[config.mk]
export PLATFORM = sky130hd
export DESIGN_NAME = sinc3_decimator
export DESIGN_NICKNAME = d
export VERILOG_FILES = /design/src/rtl/sinc3_pkg.sv /design/src/rtl/sinc3_front.sv /design/src/rtl/sinc3_ratio_ctr.sv /design/src/rtl/sinc3_comb.sv /design/src/rtl/sinc3_scale.sv /design/src/rtl/sinc3_decimator.sv
export SDC_FILE = /design/constraint.sdc
export NUM_CORES = 1
export LEC_CHECK = 0
export ABC_AREA = 1
export BUFFER_PORTS_ARGS = -buffer_cell sky130_fd_sc_hd__buf_2
export CORE_ASPECT_RATIO = 0.75
export CORE_UTILIZATION = 30
export DETAILED_ROUTE_END_ITERATION = 7
export PLACE_DENSITY = 0.56
export SETUP_SLACK_MARGIN = 0.15
export SKIP_CTS_REPAIR_TIMING = 1
export SYNTH_ARGS = -nofsm -noshare
export SYNTH_HDL_FRONTEND = slang
export SYNTH_SLANG_ARGS = --single-unit
[constraint.sdc]
create_clock -name clk -period 3.9 [get_ports clk]
set_input_delay 0.39 -clock clk [delete_from_list [all_inputs] [get_ports clk]]
set_output_delay 0.39 -clock clk [all_outputs]
set_load 0.05 [all_outputs]
[src/rtl/sinc3_pkg.sv]
`timescale 1ns/1ps
package sinc3_pkg;
  // Default filter shape: order of the cascade, log2 of the decimation
  // ratio and the width of the delivered code.
  localparam int unsigned SINC_ORDER = 3;
  localparam int unsigned DEC_LOG2   = 8;
  localparam int unsigned CODE_W     = 16;

  // Accumulator width needed for exact modulo arithmetic.
  function automatic int unsigned acc_width(input int unsigned order,
                                            input int unsigned dlog2);
    return order * dlog2 + 1;
  endfunction
endpackage

[src/rtl/sinc3_front.sv]
`timescale 1ns/1ps
// Captures the modulator bit and runs the integrator cascade.
module sinc3_front #(
  parameter int unsigned ORDER = 3,
  parameter int unsigned ACC_W = 25
) (
  input  logic             clk,
  input  logic             rst,
  input  logic             bit_in,
  output logic             bit_q,
  output logic [ACC_W-1:0] acc_last
);
  logic [ORDER-1:0][ACC_W-1:0] acc;

  // The bit is valid from shortly after one rising edge until past the
  // next, so the next rising edge is the safe sampling point.
  always_ff @(posedge clk) begin
    if (rst) bit_q <= 1'b0;
    else     bit_q <= bit_in;
  end

  always_ff @(posedge clk) begin
    if (rst) begin
      acc <= '0;
    end else begin
      acc[0] <= acc[0] + {{(ACC_W-1){1'b0}}, bit_q};
      for (int k = 1; k < int'(ORDER); k++) begin
        acc[k] <= acc[k] + acc[k-1];
      end
    end
  end

  assign acc_last = acc[ORDER-1];
endmodule

[src/rtl/sinc3_ratio_ctr.sv]
`timescale 1ns/1ps
// Free-running decimation counter; tick on the last cycle of each frame.
module sinc3_ratio_ctr #(
  parameter int unsigned DLOG2 = 8
) (
  input  logic clk,
  input  logic rst,
  output logic tick
);
  logic [DLOG2-1:0] cnt;

  always_ff @(posedge clk) begin
    if (rst) cnt <= '0;
    else     cnt <= cnt + 1'b1;
  end

  assign tick = (cnt == {DLOG2{1'b1}});
endmodule

[src/rtl/sinc3_comb.sv]
`timescale 1ns/1ps
// Comb cascade evaluated once per decimation tick.
module sinc3_comb #(
  parameter int unsigned ORDER = 3,
  parameter int unsigned ACC_W = 25
) (
  input  logic             clk,
  input  logic             rst,
  input  logic             tick,
  input  logic [ACC_W-1:0] acc_in,
  output logic [ACC_W-1:0] res,
  output logic             res_vld
);
  logic [ORDER-1:0][ACC_W-1:0] hist;
  logic [ORDER:0][ACC_W-1:0]   diff;

  always_comb begin
    diff[0] = acc_in;
    for (int k = 0; k < int'(ORDER); k++) begin
      diff[k+1] = diff[k] - hist[k];
    end
  end

  always_ff @(posedge clk) begin
    if (rst) begin
      hist    <= '0;
      res     <= '0;
      res_vld <= 1'b0;
    end else begin
      res_vld <= tick;
      if (tick) begin
        for (int k = 0; k < int'(ORDER); k++) begin
          hist[k] <= diff[k];
        end
        res <= diff[ORDER];
      end
    end
  end
endmodule

[src/rtl/sinc3_scale.sv]
`timescale 1ns/1ps
// Reduces the comb result to the output code, clamps full scale and
// tracks how many words have passed since reset.
module sinc3_scale #(
  parameter int unsigned ORDER  = 3,
  parameter int unsigned ACC_W  = 25,
  parameter int unsigned CODE_W = 16
) (
  input  logic              clk,
  input  logic              rst,
  input  logic [ACC_W-1:0]  res,
  input  logic              res_vld,
  output logic [CODE_W-1:0] code,
  output logic              code_vld,
  output logic              settled
);
  localparam int unsigned SHIFT = ACC_W - 1 - CODE_W;
  localparam int unsigned CNT_W = $clog2(ORDER + 1);
  localparam logic [CNT_W-1:0] FILL = CNT_W'(ORDER);

  // Full scale is exactly 2^(ACC_W-1); anything with the top bit set
  // would wrap to zero when truncated, so clamp it.
  function automatic logic [CODE_W-1:0] to_code(input logic [ACC_W-1:0] r);
    if (r[ACC_W-1]) return {CODE_W{1'b1}};
    return r[SHIFT +: CODE_W];
  endfunction

  logic [CNT_W-1:0] n_words;

  always_ff @(posedge clk) begin
    if (rst) begin
      code     <= '0;
      code_vld <= 1'b0;
      settled  <= 1'b0;
      n_words  <= '0;
    end else begin
      code_vld <= res_vld;
      if (res_vld) begin
        code    <= to_code(res);
        settled <= (n_words == FILL);
        if (n_words != FILL) n_words <= n_words + 1'b1;
      end
    end
  end
endmodule

[src/rtl/sinc3_decimator.sv]
`timescale 1ns/1ps
module sinc3_decimator
  import sinc3_pkg::*;
#(
  parameter int unsigned ORDER  = SINC_ORDER,
  parameter int unsigned DLOG2  = DEC_LOG2,
  parameter int unsigned OUT_W  = CODE_W
) (
  input  logic             clk,
  input  logic             rst,
  input  logic             mod_bit,
  output logic [OUT_W-1:0] word_out,
  output logic             word_valid,
  output logic             word_settled
);
  localparam int unsigned ACC_W = acc_width(ORDER, DLOG2);

  // Internal events named for the bound checker.
  logic             bit_q;
  logic [ACC_W-1:0] acc_top;
  logic             dec_tick;
  logic [ACC_W-1:0] comb_res;
  logic             comb_vld;

  sinc3_front #(.ORDER(ORDER), .ACC_W(ACC_W)) u_front (
    .clk(clk), .rst(rst), .bit_in(mod_bit), .bit_q(bit_q), .acc_last(acc_top)
  );

  sinc3_ratio_ctr #(.DLOG2(DLOG2)) u_ctr (
    .clk(clk), .rst(rst), .tick(dec_tick)
  );

  sinc3_comb #(.ORDER(ORDER), .ACC_W(ACC_W)) u_comb (
    .clk(clk), .rst(rst), .tick(dec_tick), .acc_in(acc_top),
    .res(comb_res), .res_vld(comb_vld)
  );

  sinc3_scale #(.ORDER(ORDER), .ACC_W(ACC_W), .CODE_W(OUT_W)) u_scale (
    .clk(clk), .rst(rst), .res(comb_res), .res_vld(comb_vld),
    .code(word_out), .code_vld(word_valid), .settled(word_settled)
  );
endmodule

==> results of run 1 <==
-- cell type report --
| cell class | count | area, um2 |
|---|---|---|
| Multi-Input combinational cell | 1283 | 8500 |
| Fill cell | 4261 | 24400 |
| Clock buffer | 21 | 450 |
| Inverter | 290 | 1090 |
| Tap cell | 561 | 702 |
| Sequential cell | 197 | 3950 |
| Timing Repair Buffer | 279 | 2110 |
| Clock inverter | 11 | 81.3 |
-- state kept, by name (all words and copies together), names as in the netlist --
| signal | count |
|---|---|
| u_comb.hist | 75 |
| u_comb.res | 17 |
| u_comb.res_vld | 1 |
| u_ctr.cnt | 8 |
| u_front.acc | 50 |
| u_front.acc_last | 25 |
| u_front.bit_q | 1 |
| u_scale.code | 16 |
| u_scale.code_vld | 1 |
| u_scale.n_words | 2 |
| u_scale.settled | 1 |
-- critical path, delay by kind of cell (launching register included) --
kind                     cells  cell delay (ns)
AO/OA/AOI/OAI               10             1.45
AND/OR/NAND/NOR             12             1.34
adder cells (fa/ha/maj)      3             0.73
flip-flops                   1             0.34
buffers and inverters        4             0.34
XOR/XNOR                     1             0.19
-- stage by stage --
stage               hold slack, ns  setup TNS [ns]
floorplan                    0.418          -0.282
finish                       0.188           -6.21
detailed placement           0.438           -7.36
global placement             0.430           -6.24
global route                 0.188          -11.52
CTS                          0.176           -8.03
-- synthesized netlist by cell type (2+ instances only) --
| cell | instances | share of area, % |
|---|---|---|
| a21oi_1 | 286 | 11 |
| inv_1 | 286 | 8.4 |
| nand2_1 | 258 | 7.6 |
| dfxtp_1 | 197 | 31 |
| o21ai_0 | 182 | 7.2 |
| nor2_1 | 126 | 3.7 |
| ha_1 | 123 | 12 |
| nand3_1 | 68 | 2.7 |
| xor2_1 | 39 | 2.7 |
| clkbuf_1 | 29 | 0.86 |
| o21ai_1 | 25 | 0.98 |
| nand4_1 | 21 | 1.0 |
| nor3_1 | 20 | 0.79 |
| o21a_1 | 13 | 0.77 |
| xnor2_1 | 13 | 0.90 |
| nor4_1 | 12 | 0.59 |
| o211ai_1 | 10 | 0.59 |
| a21o_1 | 9 | 0.53 |
| o21bai_1 | 9 | 0.53 |
| nand2_2 | 7 | 0.34 |
| nor2_2 | 7 | 0.34 |
| a21oi_2 | 6 | 0.41 |
| a31o_2 | 6 | 0.41 |
| a31oi_1 | 6 | 0.30 |
| buf_1 | 6 | 0.18 |
| o21ai_2 | 6 | 0.41 |
| buf_6 | 4 | 0.35 |
| fa_1 | 4 | 0.63 |
| nand4_2 | 4 | 0.39 |
| a21boi_2 | 3 | 0.27 |
| inv_2 | 3 | 0.089 |
| nand3_2 | 3 | 0.24 |
| and2_1 | 2 | 0.098 |
| buf_4 | 2 | 0.12 |
| nand3b_1 | 2 | 0.12 |
| nor2_4 | 2 | 0.18 |
| nor3_4 | 2 | 0.26 |
-- metal layers --
layer	vias up	GRT usage, %	share of wire [%]
li1	6571	-	-
met1	5808	24.0	54
met2	172	23.5	42
met3	23	3.20	3.8
met4	0	3.49	0.94
met5	-	0	0
-- logic make-up after synthesis --
logic type	after synthesis	synth area share, %
AO/OA/AOI/OAI	565	23.9
adder cells (fa/ha/maj)	127	12.7
buffers and inverters	332	10.1
flip-flops	197	31.0
XOR/XNOR	52	3.58
AND/OR/NAND/NOR	539	18.7
-- power by group --
| group | switching, W | internal, W |
|---|---|---|
| logic | 0.00325 | 0.00301 |
| clock network | 0.000849 | 0.000832 |
| registers | 0.00000708 | 0.00202 |
-- worst paths after layout --
| kind | end | slack (ns) | cells after the start |
|---|---|---|---|
| worst max register to register | u_comb.res[21]$_SDFFE_PP0P_ | -0.59 | 30 |
| worst min register to register | u_ctr.cnt[0]$_SDFF_PP0_ | 0.45 | 1 |
| worst max-delay path | u_comb.res[21]$_SDFFE_PP0P_ | -0.59 | 30 |
| worst min-delay path | u_front.bit_q$_SDFF_PP0_ | 0.19 | 3 |
==> metrics, run 1 <==
Cells after DPL=2582; setup slack after placement=-0.781 ns; top library cells by usage in the layout, fill and taps aside=inv_1 (275), a21oi_1 (252), buf_4 (247), nand2_1 (226), dfxtp_1 (193); HP Class=primary input to flop; actual transition at the worst max-transition pin=0.801 ns; worst stage delay on the critical path=0.34 ns; maximum number of pins on one net before global-route repair=78; wire length of the first global-routing pass=56.5 mm; Worst VDD drop=457 uV; die width=240 um; Area Growth Syn to Fin=32.7%; post-synthesis async set-or-reset flop share=0%; number of buffers created by CTS=17; Final HPWL DP=26.0 mm; clk slew on worst S/H paths=0.08 ns; category of the worst setup path launch point=flop; violated checks=negative setup slack; reg-to-reg startpoint=u_comb.hist[1]$_SDFFE_PP0P_; fraction of the yosys area taken by sequential cells=31.0%; Final Worst Setup Slack=-0.585 ns; post-synthesis cell count=1812; number of vias in the routed layout=12574; Bufs on Longest Clock Path=2; DR vias/cell=4.76; worst slew margin relative to its limit=46.5%; Tmin final=4.49 ns; Unique masters post-synth=48; ys flop type=dfxtp_1; Syn Std Cell Area=12700 um2; clock tree from TritonCTS=built; number of global-route vias before repair=11527; number of storage elements in the synthesis netlist=197; insertion delay of the later-clocked pin in the worst-skew pair=0.48 ns; Final setup violation count=16; count of buffers from port buffering=20; number of core rows=64; Synth Warn #=0; violation count after the first detailed-routing iteration=798; Final Skew=0.0162 ns; antenna cell count=0; Worst Setup SP=u_comb.hist[1]$_SDFFE_PP0P_; final wirelength=35.1 mm; # nets final=2198; data required time of the worst path=4.28 ns; initial core utilization=30.8%; cell at the root of the clock tree=clkbuf_16; global-route total usage across every layer=16.1%; leading cell type in the layout, fill and taps excluded=inv_1; drt drc=0; count of endpoints failing hold in the final timing report=0; total power=0.00997 W; routability cong.=0.895; Arrival @ worst endpoint=4.86 ns; Synth Net Count=1942; final count of pins violating max slew=0; CP max FO=4; average size of a mapped cell=7.02 um2; routed wire length per instance=13.3 um; cell area reported after detailed placement=15300 um2; outcome=complete, but fails checks; Final period util=115%; overall overflow remaining after global route=0; share of final-layout standard cells stronger than drive strength 1=24.9%; Top Ports=21; Die Y=180 um; residual antenna-violating net count after detailed routing=0; final instance area=16900 um2; initial antenna violation count=0; number of maximum-capacitance violations=0; die area=43200 um2; Crit. End Element=flop; power per cell area=590 nW/um2; Crit Path Category=flop to flop; LEAKAGE=7.96 nW; Post-Layout Cell Count=2642; depth of the CTS H-tree=4; Placeable Area=41300 um2; CTS Sinks=197; number of search-and-repair iterations in the first detailed-routing pass=5; Slowest cell on crit path=dfxtp_1; Util after Layout=40.9%; count of flip-flops with a built-in enable after synthesis=0; unrepaired setup endpoints after global routing=true; Max Clk Rate=223 MHz; CP most frequent cell=nand2_2; hold path startpoint=mod_bit
(Power assumes the default switching activity.)
==> inputs of run 2 (changes only) <==
- CORE_UTILIZATION: 30 -> 50
- PLACE_DENSITY: 0.56 -> 0.78
==> metrics, run 2 (synthesized netlist as in run 1, its figures left out) <==
Crit Path Category=flop to flop; Bufs on Longest Clock Path=2 (unchanged); worst hold slack across all endpoints=0.187 ns (-0.000754 ns); HP Class=primary input to flop; Top Ports=21 (unchanged); maximum number of pins on one net before global-route repair=107 (+37%); number of buffers created by CTS=17 (unchanged); leading cell type in the layout, fill and taps excluded=inv_1; routability cong.=0.944 (+5.5%); Final HPWL DP=24.3 mm (-6.4%); WP buf/inv=6 (+2); dominant delay contributor by cell family on the critical path=simple AND/OR/NAND/NOR gates; unrepaired setup endpoints after global routing=true; number of vias in the routed layout=13137 (+4.5%); WHS Endpoint=u_front.bit_q$_SDFF_PP0_; Slowest cell on crit path=dfxtp_1; category of the worst setup path launch point=flop; setup slack after placement=-0.661 ns (+0.119 ns); number of search-and-repair iterations in the first detailed-routing pass=7 (+2); overall overflow remaining after global route=0 (unchanged); Placeable Area=25000 um2 (-40%); power per cell area=643 nW/um2 (+8.9%); Max Clk Rate=212 MHz (-4.8%); CP max FO=5 (+1); residual antenna-violating net count after detailed routing=0 (unchanged); global-route total usage across every layer=25.8% (+9.7 points); Crit. End Element=flop; share of final-layout standard cells stronger than drive strength 1=26.7% (+1.8 points); antenna cell count=0 (unchanged); data required time of the worst path=4.26 ns (-0.02 ns); depth of the CTS H-tree=4 (unchanged); count of endpoints failing hold in the final timing report=0 (unchanged); Largest Register=u_comb.hist; hold path startpoint=mod_bit; Tmin final=4.71 ns (+0.225 ns); number of core rows=50 (-22%); count of buffers from port buffering=20 (unchanged); final count of pins violating max slew=0 (unchanged); Final period util=121% (+5.8 points); Worst VDD drop=624 uV (+36%); worst stage delay on the critical path=0.38 ns (+0.04 ns); violated checks=negative setup slack; final wirelength=36.4 mm (+3.7%); wire length of the first global-routing pass=54.7 mm (-3.2%); Final Worst Setup Slack=-0.810 ns (-0.225 ns); cell at the root of the clock tree=clkbuf_16; number of maximum-capacitance violations=0 (unchanged); actual transition at the worst max-transition pin=1.07 ns (+0.270 ns); drt drc=0 (unchanged); # nets final=2178 (-0.91%); number of global-route vias before repair=11713 (+1.6%); Die Y=140 um (-22%); worst hold stages=3 (unchanged); die width=186 um (-22%); top library cells by usage in the layout, fill and taps aside=inv_1 (272), a21oi_1 (242), buf_4 (225), nand2_1 (219), dfxtp_1 (195); Final setup violation count=17 (+1); Cells after DPL=2333 (-9.6%); violation count after the first detailed-routing iteration=997 (+25%); die area=26100 um2 (-40%); initial antenna violation count=0 (unchanged); insertion delay of the later-clocked pin in the worst-skew pair=0.46 ns (-0.02 ns); Arrival @ worst endpoint=5.07 ns (+0.21 ns); DR vias/cell=5.48 (+15%); clk slew on worst S/H paths=0.07 ns (about the same); number of cells on the worst reg-to-reg path=30 (unchanged); flip-flop count of the largest register after layout=75 (unchanged); LEAKAGE=8.02 nW (+0.71%); CTS Sinks=197 (unchanged); Final Skew=0.0124 ns (-0.00374 ns); Post-Layout Cell Count=2399 (-9.2%); Area Growth Syn to Fin=32.8% (about the same); CP most frequent cell=nand3_2; reg-to-reg startpoint=u_comb.hist[5]$_SDFFE_PP0P_; routed wire length per instance=15.2 um (+14%); clock tree from TritonCTS=built; Worst R2R Setup Slack=-0.81 ns (-0.22 ns); worst slew margin relative to its limit=28.6% (-18 points); initial core utilization=51.0% (+20 points); capture instance of the worst register-to-register path=u_comb.res[24]$_SDFFE_PP0P_; outcome=complete, but fails checks; Util after Layout=67.7% (+27 points)
[run 2: cell count changes in the layout (fill, tap and decap cells not counted), moves of 7 or more]
cell and delta:
a21oi_1 -10, a21oi_4 +9, buf_4 -22, ha_1 -7
nand2_1 -7, nand2_2 +7, o21ai_0 -10, o21ai_2 +10
[run 2: stage by stage]
step	total power (W)	TNS, ns	cell area, um2
3_5_place_dp	0.00656	-5.65	14800
5_1_grt	0.0114	-9.70	16900
4_1_cts	0.00846	-6.51	15400
3_3_place_gp	0.00651	-4.60	14800
6_report	0.0109	-6.71	16900
2_1_floorplan	0.00475	-0.282	12900
[run 2: metal layers]
| layer | up-vias | global-route usage (%) | part of all wire (%) |
|---|---|---|---|
| met5 | - | 0 | 0 |
| met4 | 0 | 5.65 | 1.2 |
| met3 | 39 | 4.58 | 6.5 |
| met2 | 433 | 39.2 | 46 |
| met1 | 6131 | 37.7 | 47 |
| li1 | 6534 | - | - |
[run 2: layout make-up]
class / count / area, um2
fill: 1929 / 8070
timing repair buffer: 259 / 1960
clock inverter: 14 / 168
sequential: 197 / 3950
clock buffer: 18 / 439
inverter: 290 / 1100
tap: 338 / 423
multi-input combinational: 1283 / 8860
[run 2: power breakdown]
part	switching [W]	leakage (nW)	total (W)	internal, W
clock	0.000875	0.289	0.00186	0.000981
sequential	0.00000738	1.59	0.00203	0.00202
combinational	0.00368	6.14	0.00698	0.00330
[run 2: worst reg2reg max path, delay by kind of cell, from the launching register on]
family	cells	cell delay, ns
flops	1	0.38
xor+xnor	2	0.43
compound gates	4	0.48
buf+inv	6	0.44
fa+ha+maj	3	0.89
simple gates	15	2.00
[run 2: worst max-delay path by stage]
stage	from	end	slack (ns)	cells past startpoint
after detailed placement	u_comb.hist[7]$_SDFFE_PP0P_	u_comb.res[23]$_SDFFE_PP0P_	-0.66	27
final	u_comb.hist[5]$_SDFFE_PP0P_	u_comb.res[24]$_SDFFE_PP0P_	-0.81	30
after CTS	u_comb.hist[7]$_SDFFE_PP0P_	u_comb.res[23]$_SDFFE_PP0P_	-0.69	27
after global placement	u_front.acc_last[0]$_SDFF_PP0_	u_comb.res[23]$_SDFFE_PP0P_	-0.61	27
after floorplan	u_front.acc_last[0]$_SDFF_PP0_	u_comb.res[21]$_SDFFE_PP0P_	-0.10	32
after global routing	u_comb.hist[5]$_SDFFE_PP0P_	u_comb.res[22]$_SDFFE_PP0P_	-0.94	28
